## config.mk

```make
export PLATFORM = sky130hd
export DESIGN_NAME = mdio_poller
export DESIGN_NICKNAME = d
export VERILOG_FILES = /design/src/rtl/mdio_pkg.sv /design/src/rtl/mdio_clkgen.sv /design/src/rtl/mdio_shifter.sv /design/src/rtl/mdio_seq.sv /design/src/rtl/mdio_poller.sv
export SDC_FILE = /design/constraint.sdc
export NUM_CORES = 1
export LEC_CHECK = 0
export BUFFER_PORTS_ARGS = -buffer_cell sky130_fd_sc_hd__buf_2
export CAP_MARGIN = 20
export CORE_MARGIN = 5
export CORE_UTILIZATION = 58
export DETAILED_ROUTE_END_ITERATION = 12
export PLACE_DENSITY = 0.77
export SYNTH_ARGS = -nofsm -noshare
export SYNTH_HDL_FRONTEND = slang
export SYNTH_HIERARCHICAL = 1
export SYNTH_SLANG_ARGS = --single-unit
```

## constraint.sdc

```tcl
create_clock -name clk_i -period 2.5 [get_ports clk_i]
set_input_delay 0.625 -clock clk_i [delete_from_list [all_inputs] [get_ports clk_i]]
set_output_delay 0.625 -clock clk_i [all_outputs]
set_load 0.02 [all_outputs]
```

## src/rtl/mdio_pkg.sv

```systemverilog
`timescale 1ns/1ps
package mdio_pkg;
  localparam logic [4:0] REG_CTRL = 5'd0;
  localparam logic [4:0] REG_STAT = 5'd1;
  localparam logic [4:0] REG_ADV  = 5'd4;
  localparam logic [4:0] REG_LPA  = 5'd5;

  localparam logic [15:0] AN_RESTART = 16'h1200;
  localparam logic [15:0] ADV_BASE   = 16'h01E1;
  localparam int unsigned PAUSE_BIT  = 10;
  localparam int unsigned LINK_BIT   = 2;

  typedef enum logic {ST_ISSUE, ST_WAIT} seq_st_e;

  typedef struct packed {
    logic spd100;
    logic fdx;
  } mode_t;

  function automatic logic [15:0] adv_word(input logic fc);
    logic [15:0] w;
    w = ADV_BASE;
    w[PAUSE_BIT] = fc;
    return w;
  endfunction

  // highest common ability; local side advertises all four
  function automatic mode_t resolve_mode(input logic [15:0] lpa);
    mode_t m;
    if (lpa[8])      m = '{spd100: 1'b1, fdx: 1'b1};
    else if (lpa[7]) m = '{spd100: 1'b1, fdx: 1'b0};
    else if (lpa[6]) m = '{spd100: 1'b0, fdx: 1'b1};
    else             m = '{spd100: 1'b0, fdx: 1'b0};
    return m;
  endfunction
endpackage

```

## src/rtl/mdio_clkgen.sv

```systemverilog
`timescale 1ns/1ps
module mdio_clkgen #(
  parameter int unsigned CLK_DIV = 20
) (
  input  logic clk_i,
  input  logic rst_ni,
  output logic mdc_o,
  output logic rise_stb_o,
  output logic fall_stb_o
);
  localparam int unsigned CW   = $clog2(CLK_DIV);
  localparam int unsigned HALF = CLK_DIV / 2;

  logic [CW-1:0] cnt_q;
  logic          mdc_q;

  assign rise_stb_o = (cnt_q == CW'(HALF - 1));
  assign fall_stb_o = (cnt_q == CW'(CLK_DIV - 1));
  assign mdc_o      = mdc_q;

  always_ff @(posedge clk_i or negedge rst_ni) begin
    if (!rst_ni) begin
      cnt_q <= '0;
      mdc_q <= 1'b0;
    end else begin
      cnt_q <= fall_stb_o ? '0 : cnt_q + 1'b1;
      if (rise_stb_o)      mdc_q <= 1'b1;
      else if (fall_stb_o) mdc_q <= 1'b0;
    end
  end
endmodule

```

## src/rtl/mdio_shifter.sv

```systemverilog
`timescale 1ns/1ps
module mdio_shifter #(
  parameter int unsigned PRE_LEN = 32
) (
  input  logic        clk_i,
  input  logic        rst_ni,
  input  logic        rise_stb_i,
  input  logic        fall_stb_i,
  input  logic        start_i,
  input  logic        wr_i,
  input  logic [4:0]  phy_i,
  input  logic [4:0]  reg_i,
  input  logic [15:0] wdata_i,
  output logic        busy_o,
  output logic        done_o,
  output logic [15:0] rdata_o,
  input  logic        mdio_i,
  output logic        mdio_o,
  output logic        mdio_oe_o
);
  localparam int unsigned FRAME_BITS = PRE_LEN + 32;
  localparam int unsigned BW         = $clog2(FRAME_BITS + 1);
  localparam int unsigned TA_POS     = PRE_LEN + 14;
  localparam int unsigned DATA_POS   = PRE_LEN + 16;

  logic [FRAME_BITS-1:0] sr_q, frame_w;
  logic [BW-1:0]         bcnt_q;
  logic                  wr_q, busy_q, done_q, mdio_q, oe_q;
  logic [15:0]           rdata_q;

  assign frame_w = {{PRE_LEN{1'b1}}, 2'b01, (wr_i ? 2'b01 : 2'b10), phy_i, reg_i,
                    (wr_i ? 2'b10 : 2'b11), (wr_i ? wdata_i : 16'hFFFF)};

  always_ff @(posedge clk_i or negedge rst_ni) begin
    if (!rst_ni) begin
      sr_q   <= '0;
      bcnt_q <= '0;
      wr_q   <= 1'b0;
      busy_q <= 1'b0;
      done_q <= 1'b0;
      mdio_q <= 1'b1;
      oe_q   <= 1'b0;
    end else begin
      done_q <= 1'b0;
      if (start_i && !busy_q) begin
        sr_q   <= frame_w;
        wr_q   <= wr_i;
        busy_q <= 1'b1;
        bcnt_q <= '0;
      end else if (busy_q && fall_stb_i) begin
        if (bcnt_q == BW'(FRAME_BITS)) begin
          busy_q <= 1'b0;
          done_q <= 1'b1;
          mdio_q <= 1'b1;
          oe_q   <= 1'b0;
        end else begin
          mdio_q <= sr_q[FRAME_BITS-1];
          sr_q   <= sr_q << 1;
          oe_q   <= wr_q || (bcnt_q < BW'(TA_POS));
          bcnt_q <= bcnt_q + 1'b1;
        end
      end
    end
  end

  // bit in flight is bcnt_q-1; capture read data at the rising MDC edge
  always_ff @(posedge clk_i or negedge rst_ni) begin
    if (!rst_ni) rdata_q <= '0;
    else if (busy_q && rise_stb_i && !wr_q && (bcnt_q > BW'(DATA_POS)))
      rdata_q <= {rdata_q[14:0], mdio_i};
  end

  assign busy_o    = busy_q;
  assign done_o    = done_q;
  assign rdata_o   = rdata_q;
  assign mdio_o    = mdio_q;
  assign mdio_oe_o = oe_q;
endmodule

```

## src/rtl/mdio_seq.sv

```systemverilog
`timescale 1ns/1ps
module mdio_seq
  import mdio_pkg::*;
#(
  parameter int unsigned NUM_PHY  = 8,
  parameter logic [4:0]  PHY_BASE = 5'b01000
) (
  input  logic               clk_i,
  input  logic               rst_ni,
  input  logic               fc_en_i,
  input  logic               busy_i,
  input  logic               done_i,
  input  logic [15:0]        rdata_i,
  output logic               start_o,
  output logic               wr_o,
  output logic [4:0]         phy_o,
  output logic [4:0]         reg_o,
  output logic [15:0]        wdata_o,
  output logic               init_done_o,
  output logic [NUM_PHY-1:0] link_o,
  output logic [NUM_PHY-1:0] spd_o,
  output logic [NUM_PHY-1:0] dup_o,
  output logic [NUM_PHY-1:0] pause_o
);
  localparam int unsigned IW = (NUM_PHY > 1) ? $clog2(NUM_PHY) : 1;

  seq_st_e           st_q;
  logic              poll_q, step_q, link_tmp_q;
  logic [IW-1:0]     idx_q;
  logic [NUM_PHY-1:0] link_q, spd_q, dup_q, pause_q;
  mode_t             mode_w;

  assign start_o = (st_q == ST_ISSUE) && !busy_i;
  assign wr_o    = !poll_q;
  assign phy_o   = PHY_BASE + 5'(idx_q);
  assign reg_o   = poll_q ? (step_q ? REG_LPA : REG_STAT) : (step_q ? REG_CTRL : REG_ADV);
  assign wdata_o = step_q ? AN_RESTART : adv_word(fc_en_i);
  assign mode_w  = resolve_mode(rdata_i);

  always_ff @(posedge clk_i or negedge rst_ni) begin
    if (!rst_ni) begin
      st_q       <= ST_ISSUE;
      poll_q     <= 1'b0;
      step_q     <= 1'b0;
      idx_q      <= '0;
      link_tmp_q <= 1'b0;
      link_q     <= '0;
      spd_q      <= '0;
      dup_q      <= '0;
      pause_q    <= '0;
    end else begin
      case (st_q)
        ST_ISSUE: if (!busy_i) st_q <= ST_WAIT;
        ST_WAIT: if (done_i) begin
          st_q <= ST_ISSUE;
          if (poll_q && !step_q) link_tmp_q <= rdata_i[LINK_BIT];
          if (poll_q && step_q) begin
            link_q[idx_q]  <= link_tmp_q;
            pause_q[idx_q] <= link_tmp_q && fc_en_i && rdata_i[PAUSE_BIT];
            if (link_tmp_q) begin
              spd_q[idx_q] <= mode_w.spd100;
              dup_q[idx_q] <= mode_w.fdx;
            end
          end
          if (step_q) begin
            step_q <= 1'b0;
            if (idx_q == IW'(NUM_PHY - 1)) begin
              idx_q  <= '0;
              poll_q <= 1'b1;
            end else begin
              idx_q <= idx_q + 1'b1;
            end
          end else begin
            step_q <= 1'b1;
          end
        end
        default: st_q <= ST_ISSUE;
      endcase
    end
  end

  assign init_done_o = poll_q;
  assign link_o      = link_q;
  assign spd_o       = spd_q;
  assign dup_o       = dup_q;
  assign pause_o     = pause_q;
endmodule

```

## src/rtl/mdio_poller.sv

```systemverilog
`timescale 1ns/1ps
module mdio_poller #(
  parameter int unsigned NUM_PHY  = 8,
  parameter logic [4:0]  PHY_BASE = 5'b01000,
  parameter int unsigned CLK_DIV  = 20,
  parameter int unsigned PRE_LEN  = 32
) (
  input  logic               clk_i,
  input  logic               rst_ni,
  input  logic               fc_en_i,
  input  logic               mdio_i,
  output logic               mdc_o,
  output logic               mdio_o,
  output logic               mdio_oe_o,
  output logic               init_done_o,
  output logic [NUM_PHY-1:0] link_o,
  output logic [NUM_PHY-1:0] speed100_o,
  output logic [NUM_PHY-1:0] full_dup_o,
  output logic [NUM_PHY-1:0] pause_o
);
  logic        rise_stb, fall_stb;
  logic        start, wr, busy, done;
  logic [4:0]  phy_addr, reg_addr;
  logic [15:0] wdata, rdata;

  mdio_clkgen #(.CLK_DIV(CLK_DIV)) u_clkgen (
    .clk_i      (clk_i),
    .rst_ni     (rst_ni),
    .mdc_o      (mdc_o),
    .rise_stb_o (rise_stb),
    .fall_stb_o (fall_stb)
  );

  mdio_shifter #(.PRE_LEN(PRE_LEN)) u_shifter (
    .clk_i      (clk_i),
    .rst_ni     (rst_ni),
    .rise_stb_i (rise_stb),
    .fall_stb_i (fall_stb),
    .start_i    (start),
    .wr_i       (wr),
    .phy_i      (phy_addr),
    .reg_i      (reg_addr),
    .wdata_i    (wdata),
    .busy_o     (busy),
    .done_o     (done),
    .rdata_o    (rdata),
    .mdio_i     (mdio_i),
    .mdio_o     (mdio_o),
    .mdio_oe_o  (mdio_oe_o)
  );

  mdio_seq #(.NUM_PHY(NUM_PHY), .PHY_BASE(PHY_BASE)) u_seq (
    .clk_i       (clk_i),
    .rst_ni      (rst_ni),
    .fc_en_i     (fc_en_i),
    .busy_i      (busy),
    .done_i      (done),
    .rdata_i     (rdata),
    .start_o     (start),
    .wr_o        (wr),
    .phy_o       (phy_addr),
    .reg_o       (reg_addr),
    .wdata_o     (wdata),
    .init_done_o (init_done_o),
    .link_o      (link_o),
    .spd_o       (speed100_o),
    .dup_o       (full_dup_o),
    .pause_o     (pause_o)
  );
endmodule

```

==> impl_summary.txt <==
----------------------------------------------------
[Pwr]
  Relative contribution of sequential cells to total power ... between 40% and 50%
  Part of the total power dissipated in combinational logic ... under 10%
  Power per Cell Area ... between 600 and 700 nW/um2
  Static leakage power ... between 3 and 4 nW
  Clock Power Share ... 51.3%
  Design Power ... approximately 0.0046 W
  Cell Int Power ... roughly 0.0035 W
  Net switching power figure ... about 0.0011 W
  Switching Share ... a little under a quarter
  Worst vdd rail ir drop ... ~0.4 mV

[Clock network]
  Post-CTS Resized ... 0
  Worst skew pair latency ... between 500 and 600 ps
  TritonCTS clock tree ... built
  # Post-CTS Setup Buffers ... 0
  Clock root buffer ... sky130_fd_sc_hd__clkbuf_8
  Number of buffers on the longest clock path ... 2
  Hold-fix buffers at CTS ... 0
  H-Tree Depth ... 4
  Sinks on the clock net ... roughly 130
  Total clock buffers created by CTS ... 17
  Clock edge transition at the registers on the reported setup and hold paths ... 70 ps

[STA]
  Hold violation count in the final report ... 0
  Setup TNS Final ... 0 ps
  Max Clock Freq ... 463 MHz
  Final Max Slew Viols ... 0
  Final setup viols ... 0
  Relative max-transition margin ... between 60% and 70%
  Slew at the pin closest to its max-slew limit ... 556 ps
  Final worst path period share ... between 80% and 90%
  Hold slack final ... between 70 and 80 ps
  Fin Clk Skew ... 13.3 ps
  Setup repair after global routing missed its margin ... false
  Final worst path period need ... between 2000 and 2500 ps

[Synth]
  Average instance area after synthesis ... about 11 um2
  Synthesis warning total ... 6
  Instance count of the mapped netlist ... ~600
  Cell Area, Synth ... 6460 um2

[Floorplanning]
  DIE AREA ... 13400 um2
  Die X-Extent ... around 120 um
  Top-level port count ... 40
  Die Y ... between 100 and 150 um
  Standard-cell rows ... 38
  Effective utilization at floorplan ... roughly three fifths
  Area of the placeable core ... 10900 um2

[Final layout]
  Number of antenna repair diodes ... 0
  Ratio of cells with drive above 1 in the final layout ... 24.0%
  Final design instance area without fill ... a little over 7000 um2
  Number of nets in the final layout ... approximately 630
  Layout Area Growth over Synthesis ... 11.4%
  Utilization of the core after routing ... roughly two thirds

[Critical path]
  Top Family by Delay on Critical Path ... simple AND/OR/NAND/NOR gates
  Critical Path Most Common Cell ... sky130_fd_sc_hd__nand2_1
  Start-to-end type of the worst setup path ... flip-flop to flip-flop
  Signal arrival time at the worst endpoint ... approximately 2500 ps
  Ordered list of cells on the worst path ... ha_1, nand2_1, nor3_2, nand2_1, a21oi_2, buf_4, a221oi_1
  Buffer and inverter count on the worst path ... 1
  Worst setup EP type ... flip-flop
  FF-to-FF End ... u_shifter/sr_q[29]
  First element of the critical path ... u_clkgen/cnt_q[0]
  Critical path fanouts, max ... 45
  Critical R2R Launch ... u_clkgen/cnt_q[0]
  Register-to-register setup slack ... ~340 ps
  Max stage delay cell, worst path ... sky130_fd_sc_hd__dfrtp_1
  Critical Path Max Stage Delay ... about 400 ps
  CP required ... 2860 ps
  Crit start category ... flip-flop
  R2r worst-path depth ... 7

[GRT]
  Pin count of the biggest net entering global routing ... 50
  GR Util All Layers ... around a fifth
  First-pass GRT wire length ... ~22 mm
  Via count of the first global-routing pass ... around 4700
  GR Overflow Total ... 0
  Antenna violations before repair ... 0

[Placed design]
  Port buffer count ... 39
  Dpl cell area ... 6640 um2
  Final estimated routing congestion in global placement ... slightly above 0.8
  HPWL after detailed placement ... around 8.3 mm

[Detailed routing]
  Average via count per standard cell ... ~6
  Final routed wire length divided by cell count ... between 15 and 20 um
  Antenna Violating Nets Remaining ... 0
  DRC violation count after routing ... 0
  Total iterations of the first detailed-routing run ... 4
  Count of vias placed by the detailed router ... 4650
  DRT Wirelength ... 13.3 mm
  Number of DRC markers in iteration 0 ... 371

[Min path]
  HP Class ... input pin to asynchronous set/reset pin

[Status]
  Run status ... finished clean

[Flow run]
  Total of max-cap violations ... 0

----------------------------------------------------
cells in the final DEF, fill, tap and decap left out, types with 3 or more instances in the layout:
master / count
sky130_fd_sc_hd__dfrtp_1: 131
sky130_fd_sc_hd__nor2_1: 55
sky130_fd_sc_hd__o211ai_1: 49
sky130_fd_sc_hd__o21ai_0: 48
sky130_fd_sc_hd__buf_2: 38
sky130_fd_sc_hd__mux2_2: 35
sky130_fd_sc_hd__a31oi_1: 35
sky130_fd_sc_hd__buf_4: 20
sky130_fd_sc_hd__nand2_1: 17
sky130_fd_sc_hd__a21boi_0: 17
sky130_fd_sc_hd__clkbuf_16: 16
sky130_fd_sc_hd__nor3b_1: 16
sky130_fd_sc_hd__conb_1: 13
sky130_fd_sc_hd__inv_1: 12
sky130_fd_sc_hd__and2_1: 11
sky130_fd_sc_hd__a221o_1: 10
sky130_fd_sc_hd__nand3_1: 9
sky130_fd_sc_hd__ha_1: 8
sky130_fd_sc_hd__a21oi_1: 7
sky130_fd_sc_hd__mux2_4: 6
sky130_fd_sc_hd__clkinvlp_4: 5
sky130_fd_sc_hd__inv_6: 5
sky130_fd_sc_hd__mux2i_1: 5
sky130_fd_sc_hd__nand2b_1: 4
sky130_fd_sc_hd__nand3b_1: 4
sky130_fd_sc_hd__nor3_1: 3
sky130_fd_sc_hd__a21o_1: 3
through the flow:
step	std cells	worst slack (ps)
4_1_cts	769	325
6_report	769	338
3_3_place_gp	737	507
2_1_floorplan	607	640
5_1_grt	769	104
3_5_place_dp	737	364
power by group through the flow:
stage                     Clock, W  Sequential [W]  Combinational [W]
final                      0.00234         0.00216          0.0000722
after global routing       0.00247         0.00216          0.0000858
after CTS                  0.00238         0.00216          0.0000752
after detailed placement         0         0.00219          0.0000749
after global placement           0         0.00219          0.0000717
after floorplan                  0         0.00219          0.0000336
layer usage:
layer | vias up | global-route usage (%) | routed length [um]
met3 | 15 | 4.33 | 750
met2 | 136 | 34.0 | 6470
met5 | - | 0 | 0
met4 | 0 | 7.98 | 151
li1 | 2174 | - | -
met1 | 2325 | 27.4 | 5900
sequential cells by signal (all words and copies together), names as in the netlist:
register / count
u_seq/spd_o: 8
u_seq/link_o: 8
u_seq/init_done_o: 1
u_seq/pause_o: 8
u_seq/idx_q: 3
u_seq/step_q: 1
u_clkgen/mdc_o: 1
u_seq/st_q: 1
u_shifter/rdata_o: 11
u_shifter/bcnt_q: 7
u_seq/dup_o: 8
u_shifter/mdio_oe_o: 1
u_shifter/busy_o: 1
u_shifter/mdio_o: 1
u_shifter/done_o: 1
u_shifter/sr_q: 64
u_shifter/wr_q: 1
u_seq/link_tmp_q: 1
u_clkgen/cnt_q: 5
final cells by class:
type                       count  area (um2)
fill                         804        3690
multi-input combinational    393        2730
sequential                   132        3300
clock buffer                  17         414
clock inverter                15         145
inverter                      12        45.0
tap                          140         175
timing repair buffer          60         380
worst max path at each step:
stage / end / cells past startpoint
finish: u_shifter/sr_q[29] / 7
global route: u_shifter/sr_q[61] / 7
CTS: u_shifter/sr_q[29] / 7
detailed placement: u_shifter/sr_q[50] / 7
global placement: u_shifter/bcnt_q[1] / 6
floorplan: u_shifter/bcnt_q[3] / 7
Note: power is estimated with default switching activity, not from simulation.
